--- src/rtl/irq_ctrl_pkg.sv ---
package irq_ctrl_pkg;
  typedef enum logic [2:0] {
    SEL_STAT   = 3'd0,
    SEL_PEND   = 3'd1,
    SEL_ENAB   = 3'd2,
    SEL_ACK    = 3'd3,
    SEL_SETEN  = 3'd4,
    SEL_CLREN  = 3'd5,
    SEL_VEC    = 3'd6,
    SEL_MASTER = 3'd7
  } reg_sel_e;

  localparam int unsigned MASTER_W = 2;
endpackage

--- src/rtl/irq_capture.sv ---
module irq_capture #(
  parameter int unsigned NUM_LINES = 32,
  parameter logic [NUM_LINES-1:0] EDGE_MASK = '0
) (
  input  logic                 clk_i,
  input  logic                 rst_ni,
  input  logic [NUM_LINES-1:0] irq_i,
  input  logic [NUM_LINES-1:0] ack_i,
  output logic [NUM_LINES-1:0] status_o
);
  logic [NUM_LINES-1:0] ev;
  logic [NUM_LINES-1:0] stat_q;

  for (genvar i = 0; i < NUM_LINES; i++) begin : g_line
    if (EDGE_MASK[i]) begin : g_edge
      logic prev_q;
      always_ff @(posedge clk_i or negedge rst_ni) begin
        if (!rst_ni) prev_q <= 1'b0;
        else         prev_q <= irq_i[i];
      end
      assign ev[i] = irq_i[i] & ~prev_q;
    end else begin : g_level
      assign ev[i] = irq_i[i];
    end

    // new event wins over acknowledge
    always_ff @(posedge clk_i or negedge rst_ni) begin
      if (!rst_ni) stat_q[i] <= 1'b0;
      else         stat_q[i] <= ev[i] | (stat_q[i] & ~ack_i[i]);
    end
  end

  assign status_o = stat_q;

  assert_event_sets_R5: assert property (@(posedge clk_i) disable iff (!rst_ni)
    (|ev) |=> ((stat_q & $past(ev)) == $past(ev)));

  assert_no_spurious_R3: assert property (@(posedge clk_i) disable iff (!rst_ni)
    1'b1 |=> ((stat_q & ~$past(stat_q) & ~$past(ev)) == '0));
endmodule

--- src/rtl/irq_enable.sv ---
module irq_enable #(
  parameter int unsigned NUM_LINES = 32,
  parameter int unsigned MASTER_W  = 2
) (
  input  logic                 clk_i,
  input  logic                 rst_ni,
  input  logic                 load_i,
  input  logic                 set_i,
  input  logic                 clr_i,
  input  logic                 master_wr_i,
  input  logic [NUM_LINES-1:0] data_i,
  output logic [NUM_LINES-1:0] enable_o,
  output logic [MASTER_W-1:0]  master_o
);
  logic [NUM_LINES-1:0] en_q;
  logic [MASTER_W-1:0]  mer_q;

  always_ff @(posedge clk_i or negedge rst_ni) begin
    if (!rst_ni) begin
      en_q  <= '0;
      mer_q <= '0;
    end else begin
      if (load_i)     en_q <= data_i;
      else if (set_i) en_q <= en_q | data_i;
      else if (clr_i) en_q <= en_q & ~data_i;
      if (master_wr_i) mer_q <= data_i[MASTER_W-1:0];
    end
  end

  assign enable_o = en_q;
  assign master_o = mer_q;

  assert_set_en_R6: assert property (@(posedge clk_i) disable iff (!rst_ni)
    set_i |=> ((en_q & $past(data_i)) == $past(data_i)) &&
              ((en_q & ~$past(data_i)) == ($past(en_q) & ~$past(data_i))));

  assert_clr_en_R6: assert property (@(posedge clk_i) disable iff (!rst_ni)
    clr_i |=> ((en_q & $past(data_i)) == '0) &&
              ((en_q & ~$past(data_i)) == ($past(en_q) & ~$past(data_i))));
endmodule

--- src/rtl/irq_vector.sv ---
module irq_vector #(
  parameter int unsigned NUM_LINES = 32,
  parameter int unsigned DATA_W    = 32
) (
  input  logic [NUM_LINES-1:0] pend_i,
  output logic [DATA_W-1:0]    vec_o
);
  always_comb begin
    vec_o = '1;
    for (int i = NUM_LINES - 1; i >= 0; i--) begin
      if (pend_i[i]) vec_o = DATA_W'(i);
    end
  end
endmodule

--- src/rtl/irq_ctrl_top.sv ---
module irq_ctrl_top #(
  parameter int unsigned NUM_LINES = 32,
  parameter int unsigned DATA_W    = 32,
  parameter int unsigned ADDR_W    = 5,
  parameter logic [NUM_LINES-1:0] EDGE_MASK = 32'h0000_FFFF
) (
  input  logic                 clk_i,
  input  logic                 rst_ni,
  input  logic [NUM_LINES-1:0] irq_i,
  input  logic [ADDR_W-1:0]    addr_i,
  input  logic [DATA_W-1:0]    wdata_i,
  input  logic                 wr_i,
  input  logic                 rd_i,
  output logic [DATA_W-1:0]    rdata_o,
  output logic                 irq_o
);
  import irq_ctrl_pkg::*;

  localparam int unsigned LINE_W = $clog2(NUM_LINES);

  reg_sel_e             sel;
  logic                 aligned;
  logic [NUM_LINES-1:0] status, enable, pending, ack_mask;
  logic [MASTER_W-1:0]  master;
  logic [DATA_W-1:0]    vec, rd_mux, rdata_q;

  assign sel     = reg_sel_e'(addr_i[ADDR_W-1:2]);
  assign aligned = (addr_i[1:0] == 2'b00);

  assign ack_mask = (wr_i && aligned && sel == SEL_ACK) ? wdata_i[NUM_LINES-1:0] : '0;

  irq_capture #(.NUM_LINES(NUM_LINES), .EDGE_MASK(EDGE_MASK)) i_capture (
    .clk_i   (clk_i),
    .rst_ni  (rst_ni),
    .irq_i   (irq_i),
    .ack_i   (ack_mask),
    .status_o(status)
  );

  irq_enable #(.NUM_LINES(NUM_LINES), .MASTER_W(MASTER_W)) i_enable (
    .clk_i      (clk_i),
    .rst_ni     (rst_ni),
    .load_i     (wr_i && aligned && sel == SEL_ENAB),
    .set_i      (wr_i && aligned && sel == SEL_SETEN),
    .clr_i      (wr_i && aligned && sel == SEL_CLREN),
    .master_wr_i(wr_i && aligned && sel == SEL_MASTER),
    .data_i     (wdata_i[NUM_LINES-1:0]),
    .enable_o   (enable),
    .master_o   (master)
  );

  assign pending = status & enable;

  irq_vector #(.NUM_LINES(NUM_LINES), .DATA_W(DATA_W)) i_vector (
    .pend_i(pending),
    .vec_o (vec)
  );

  assign irq_o = (|pending) && (master == '1);

  always_comb begin
    rd_mux = '0;
    if (aligned) begin
      unique case (sel)
        SEL_STAT:   rd_mux = DATA_W'(status);
        SEL_PEND:   rd_mux = DATA_W'(pending);
        SEL_ENAB:   rd_mux = DATA_W'(enable);
        SEL_VEC:    rd_mux = vec;
        SEL_MASTER: rd_mux = DATA_W'(master);
        default:    rd_mux = '0;
      endcase
    end
  end

  always_ff @(posedge clk_i or negedge rst_ni) begin
    if (!rst_ni)   rdata_q <= '0;
    else if (rd_i) rdata_q <= rd_mux;
  end

  assign rdata_o = rdata_q;

  assert_master_gate_R9: assert property (@(posedge clk_i) disable iff (!rst_ni)
    (master != '1) |-> !irq_o);

  assert_vec_hit_R10: assert property (@(posedge clk_i) disable iff (!rst_ni)
    (vec != '1) |-> (pending[vec[LINE_W-1:0]] &&
                     ((pending & ((NUM_LINES'(1) << vec[LINE_W-1:0]) - 1'b1)) == '0)));

  assert_vec_none_R10: assert property (@(posedge clk_i) disable iff (!rst_ni)
    (vec == '1) |-> (pending == '0));

  assert_rdata_hold_R12: assert property (@(posedge clk_i) disable iff (!rst_ni)
    !rd_i |=> $stable(rdata_o));
endmodule

--- config.mk ---
export PLATFORM = sky130hd
export DESIGN_NAME = irq_ctrl_top
export DESIGN_NICKNAME = d
export VERILOG_FILES = /design/src/rtl/irq_ctrl_pkg.sv /design/src/rtl/irq_capture.sv /design/src/rtl/irq_enable.sv /design/src/rtl/irq_vector.sv /design/src/rtl/irq_ctrl_top.sv
export SDC_FILE = /design/constraint.sdc
export NUM_CORES = 1
export LEC_CHECK = 0
export BUFFER_PORTS_ARGS = -buffer_cell sky130_fd_sc_hd__clkbuf_2
export CAP_MARGIN = 20
export CELL_PAD_IN_SITES_DETAIL_PLACEMENT = 1
export CELL_PAD_IN_SITES_GLOBAL_PLACEMENT = 2
export CORE_ASPECT_RATIO = 0.6
export CORE_MARGIN = 3
export CORE_UTILIZATION = 30
export CTS_BUF_LIST = sky130_fd_sc_hd__clkbuf_2 sky130_fd_sc_hd__clkbuf_4 sky130_fd_sc_hd__clkbuf_8
export CTS_CLUSTER_SIZE = 40
export DETAILED_ROUTE_END_ITERATION = 12
export GPL_ROUTABILITY_DRIVEN = 0
export HOLD_SLACK_MARGIN = 0.02
export PLACE_DENSITY_LB_ADDON = 0.1
export SLEW_MARGIN = 20
export SYNTH_ARGS = -nofsm -noshare
export SYNTH_HDL_FRONTEND = slang
export SYNTH_SLANG_ARGS = --single-unit
--- constraint.sdc ---
create_clock -name clk_i -period 4.1 [get_ports clk_i]
set_clock_uncertainty 0.15 [all_clocks]
set_input_delay 0.41 -clock clk_i [delete_from_list [all_inputs] [get_ports clk_i]]
set_output_delay 0.41 -clock clk_i [all_outputs]
set_load 0.05 [all_outputs]
-- After elaboration in Yosys (flattened, before gate mapping)
Index checks and enable logic that the tools add are counted.
- add/sub/neg operators: 0
- multipliers: 0
- divide/modulo/power cells: 0
- order comparisons: 0
- equality and inequality tests: 8
- shift-type cells: 0
- mux-type cells: 38
- bitwise gates (word level): 132
- reductions and logical operators: 11
- operator list (cell ; number):
    $mux 32 ; 37
    $pmux 32 s5 ; 1
    $and 32x32->32 ; 2
    $and 1x1->1 ; 48
    $not 1->1 ; 48
    $not 32->32 ; 1
    $or 1x1->1 ; 32
    $or 32x32->32 ; 1
    $reduce_or 32->1 ; 1
    $eq 3x3->1 const B ; 4
    $logic_and 1x1->1 ; 7
    $eq 3x2->1 const B ; 2
    $eq 3x1->1 const B ; 1
    $logic_not 3->1 ; 1
    $reduce_bool 3->1 ; 1
    $eq 2x2->1 const B ; 1
    $logic_not 2->1 ; 1
- register bits after elaboration: 114
- bits in latches: 0
- RAM bits: 0
- memory bits (read-only): 0
- bits of input ports: 73
- output and inout bits: 33
- word-level logic and storage cells: 240
- memories kept: 0

-- Longest topological paths before layout
- word-level depth: 35
- depth in mapped cells: 7
- gate-level depth less buffers: 6

-- Modules after synthesis
Synthesis repeated with hierarchy kept, for this count alone.
- cell total of the unflattened synthesis: 649
- area, all modules: 6248.5 um^2
- by module, submodules not included (module ; times used ; cells an instance ; area an instance (um^2) ; seq. area each (um^2)):
    irq_ctrl_top ; 1 ; 319 ; 2582.5 ; 800.8
    irq_capture ; 1 ; 128 ; 1701.6 ; 1201.2
    irq_enable ; 1 ; 112 ; 1398.8 ; 850.8
    irq_vector ; 1 ; 90 ; 565.5 ; 0.0

-- Worst setup path after synthesis
No wires, ideal clock.
- kind: reg-to-output
- start: register (tool-made name)
- end: output port irq_o
- arrival time: 1.561 ns
- required time: 3.540 ns
- path slack: 1.979 ns
- cell stages (with the launch flop): 6
- buffers on the path: 0
- cell sequence: dfrtp_1 > a22o_1 > and3b_1 > nand4_2 > nor2_4 > nor2_1
- RTL lines (item ; line ; source):
    end: declaration ; irq_ctrl_top.sv:15 ; output logic irq_o

-- Worst setup path in the final report
- start: register i_capture.stat_q[25] (netlist: i_capture.status_o[25])
- end: output port irq_o
- longest elaborated chain between the ends: 3
- ends and longest elaborated chain (item ; line ; source):
    start: declaration ; irq_capture.sv:12 ; logic [NUM_LINES-1:0] stat_q;
    start signal: indexed assignment ; irq_capture.sv:29 ; else stat_q[i] <= ev[i] | (stat_q[i] & ~ack_i[i]);
    $and 32x32->32 ; irq_ctrl_top.sv:52 ; assign pending = status & enable;
    $reduce_or 32->1 ; irq_ctrl_top.sv:59 ; assign irq_o = (|pending) && (master == '1);
    $logic_and 1x1->1 ; irq_ctrl_top.sv:59 ;
No other way between the ends.

==> impl_metrics.json <==
{
  "outcome": "completed",
  "grt_pass1_wl_mm": 30.9,
  "grt_pass1_vias": 5211,
  "drc_errors": 0,
  "pin_count": 106,
  "yosysSeqAreaShare_pct": 50.9,
  "hp-start": "wdata_i[19]",
  "coreArea_mm2": 0.0182,
  "post_cts_resized": 0,
  "r2r_slack_ns": 1.55,
  "synth-seq-cells": 114,
  "switching_share_pct": 32.7,
  "initialDrtViolationCount": 307,
  "path_class": "reg2out",
  "min_period_ns": 2.91,
  "synth_top_family_by_area": "compound AO/OA/AOI/OAI gates",
  "ys.flop_type": "dfrtp_1",
  "syn_to_final_growth_pct": 26.3,
  "hpwlAfterDp_mm": 13.2,
  "slew_headroom_pct": 36.0,
  "muxShareOfSynthArea_pct": 0.402,
  "synth_xor_area_share_pct": 0,
  "synth.distinct_cells": 50,
  "die_area_mm2": 0.0204,
  "switching_power_uw": 967,
  "final_nets": 799,
  "synth-simple-area-share_pct": 12.2,
  "final_core_util_pct": 38.9,
  "grt.overflow.total": 0,
  "detail_route.wl_per_cell_um": 20.1,
  "dieHeight_um": 112,
  "start_util_pct": 30.8,
  "grtUsageTotal_pct": 19.8,
  "fin_crit_sh_pct": 71.0,
  "synth_area_mm2": 0.00560,
  "synth_fa_ha_area_share_pct": 0,
  "antenna_found_initial": 0,
  "numPortBuffers": 105,
  "rsz0062_at_grt": "false",
  "reg2regPathDepth": 6,
  "clkSlewWorstSetupHoldPaths_ns": 0.07,
  "cts-root-buf": "clkbuf_8",
  "p_seq_share_pct": 46.4,
  "hold_viol_final": 0,
  "drive_gt1_share_pct": 21.4,
  "crit_required_ns": 3.54,
  "power_leakage_uw": 0.00320,
  "finalSetupViolCount": 0,
  "drv_slew": 0,
  "synth_edf_count": 0,
  "wirelength_mm": 19.7,
  "postRouteAntennaNets": 0,
  "fin_setup_tns_ns": 0,
  "worstMarginPinSlew_ns": 0.959,
  "clockBufferDepth": 2,
  "ir_worst_vdd_v": 0.000198,
  "synth_compound_area_share_pct": 30.4,
  "synth_fp_nets": 666,
  "synthCells": 593,
  "clk_latency_ns": 0.46,
  "syn_area_per_cell_um2": 9.45,
  "power_density_mw_per_mm2": 418,
  "start_kind": "register",
  "fp-row-count": 38,
  "clock.fmax_mhz": 343,
  "crit_fanout": 4,
  "n_antenna_cell": 0,
  "power.internal_uw": 1990,
  "hold_path.class": "in2reg",
  "drt-pass1-iter-count": 4,
  "ys_warn_count": 0,
  "tritoncts": "built",
  "holdPathStages": 2,
  "num_vias": 5102,
  "cts-htree-levels": 4,
  "die_x_um": 182,
  "cts_made_buffers": 17,
  "maxCapViolations": 0,
  "timing.rr.end": "rdata_o[16]$_DFFE_PN0P_",
  "synthArstFlopShare_pct": 100,
  "arrival_ns": 2.35,
  "clockPowerShare_pct": 33.0,
  "cts.sink_count": 114,
  "grt_start_max_net_pins": 115,
  "drt-vias-per-instance": 5.22,
  "cp-end-kind": "output pin",
  "r2r_start": "i_capture.status_o[25]$_DFF_PN0_",
  "p_comb_share_pct": 20.6
}
-- how the worst max path moves through the flow --
stage,depth (start not counted),to,start,slack [ns]
after floorplan,5,irq_o,register,1.98
after global placement,8,rdata_o[0]$_DFFE_PN0P_,addr_i[3],1.27
after detailed placement,6,rdata_o[25]$_DFFE_PN0P_,addr_i[3],1.15
after CTS,6,irq_o,i_capture.status_o[25]$_DFF_PN0_,1.09
after global routing,6,irq_o,register,0.97
final,6,irq_o,i_capture.status_o[25]$_DFF_PN0_,1.19
-- worst max-delay path, cell delays in order (launching register included) --
cell and delay, ns:
dfrtp_1 0.43, a22o_1 0.29, nor4b_1 0.49, nand4_2 0.18, nor2_4 0.17, nor2_1 0.08, clkbuf_2 0.24
-- final cells by class --
type                       instances  area (um^2)
sequential                       114         2850
inverter                          50          188
multi-input combinational        396         2430
timing repair buffer             147          963
clock inverter                     6         30.0
tap                              240          300
fill                            2100        11100
clock buffer                      25          319
-- cell usage after synthesis (2+ instances only) --
| master | instances | share of area (%) |
|---|---|---|
| nor2b_1 | 3 | 0.33 |
| mux2_2 | 2 | 0.40 |
| nand3_1 | 8 | 0.71 |
| nand2b_1 | 3 | 0.33 |
| a32o_1 | 3 | 0.54 |
| inv_1 | 50 | 3.3 |
| o221ai_1 | 30 | 4.7 |
| buf_2 | 7 | 0.63 |
| and3_1 | 3 | 0.33 |
| a31oi_1 | 3 | 0.33 |
| dfrtp_1 | 114 | 51 |
| clkbuf_1 | 20 | 1.3 |
| nor2_1 | 68 | 4.6 |
| buf_6 | 2 | 0.40 |
| a21oi_1 | 68 | 6.1 |
| o22ai_1 | 3 | 0.33 |
| buf_4 | 2 | 0.27 |
| a22o_1 | 55 | 8.6 |
| a32oi_1 | 5 | 0.78 |
| o21ai_0 | 32 | 2.9 |
| nand2_1 | 61 | 4.1 |
| a22oi_1 | 6 | 0.80 |
| a21o_1 | 17 | 2.3 |
| a2111oi_0 | 2 | 0.31 |
-- cell usage in the layout (no fill, tap or decap), drive strengths merged, types with 3 or more instances in the layout --
cell type | Yosys | final
dfrtp | 114 | 114
nand2b | 3 | 3
o21ai | 32 | 32
inv | 50 | 50
a22oi | 6 | 6
a22o | 56 | 56
o22ai | 3 | 3
and3 | 3 | 3
buf | 12 | 10
clkinv | 0 | 6
a31oi | 3 | 3
nor2b | 3 | 3
nand3 | 8 | 8
a21o | 17 | 17
nand4 | 3 | 3
nand2 | 61 | 61
a21oi | 68 | 68
clkbuf | 21 | 129
a32oi | 5 | 5
a32o | 3 | 3
o221ai | 30 | 30
a2111oi | 3 | 3
nor2 | 69 | 69
dlygate4sd3 | 0 | 33
-- power groups by stage --
stage               Clock (uW)  Sequential (uW)  Combinational, uW
finish                     977             1370                611
global route              1060             1390                680
CTS                       1010             1370                616
detailed placement           0             1390                589
global placement             0             1380                578
floorplan                    0             1370                359
-- kinds of logic (layout without fill, tap and decap cells) --
logic type,count (synthesis),after routing
multiplexers,2,2
buffers and inverters,83,228
AO/OA/AOI/OAI,238,238
flip-flops,114,114
AND/OR/NAND/NOR,156,156
-- what timing repair did --
action,4_1_cts,5_1_grt
hold buffers,33,0
endpoints found under the hold margin,154,0
setup buffers,0,0
-- routing by layer --
metal  share of wire [%]  routed length (um)  vias up  GRT usage [%]
li1                    -                   -     2422              -
met1                  53               10500     2539           31.3
met2                  41                8010      130           26.5
met3                 5.1                1010       11           4.86
met4                0.78                 153        0           5.58
met5                   0                   0        -              0
-- stage by stage --
step | instances | total power, uW | hold WS, ns | area [um^2] | worst slack (ns)
after CTS | 978 | 3000 | 0.0336 | 7080 | 1.09
final | 978 | 2960 | 0.0714 | 7080 | 1.19
after global placement | 914 | 1960 | 0.355 | 6400 | 1.27
after detailed placement | 914 | 1980 | 0.354 | 6400 | 1.15
after floorplan | 593 | 1730 | -0.0356 | 5600 | 1.98
after global routing | 978 | 3140 | 0.0541 | 7080 | 0.966
Note: power is estimated with default switching activity, not from simulation.
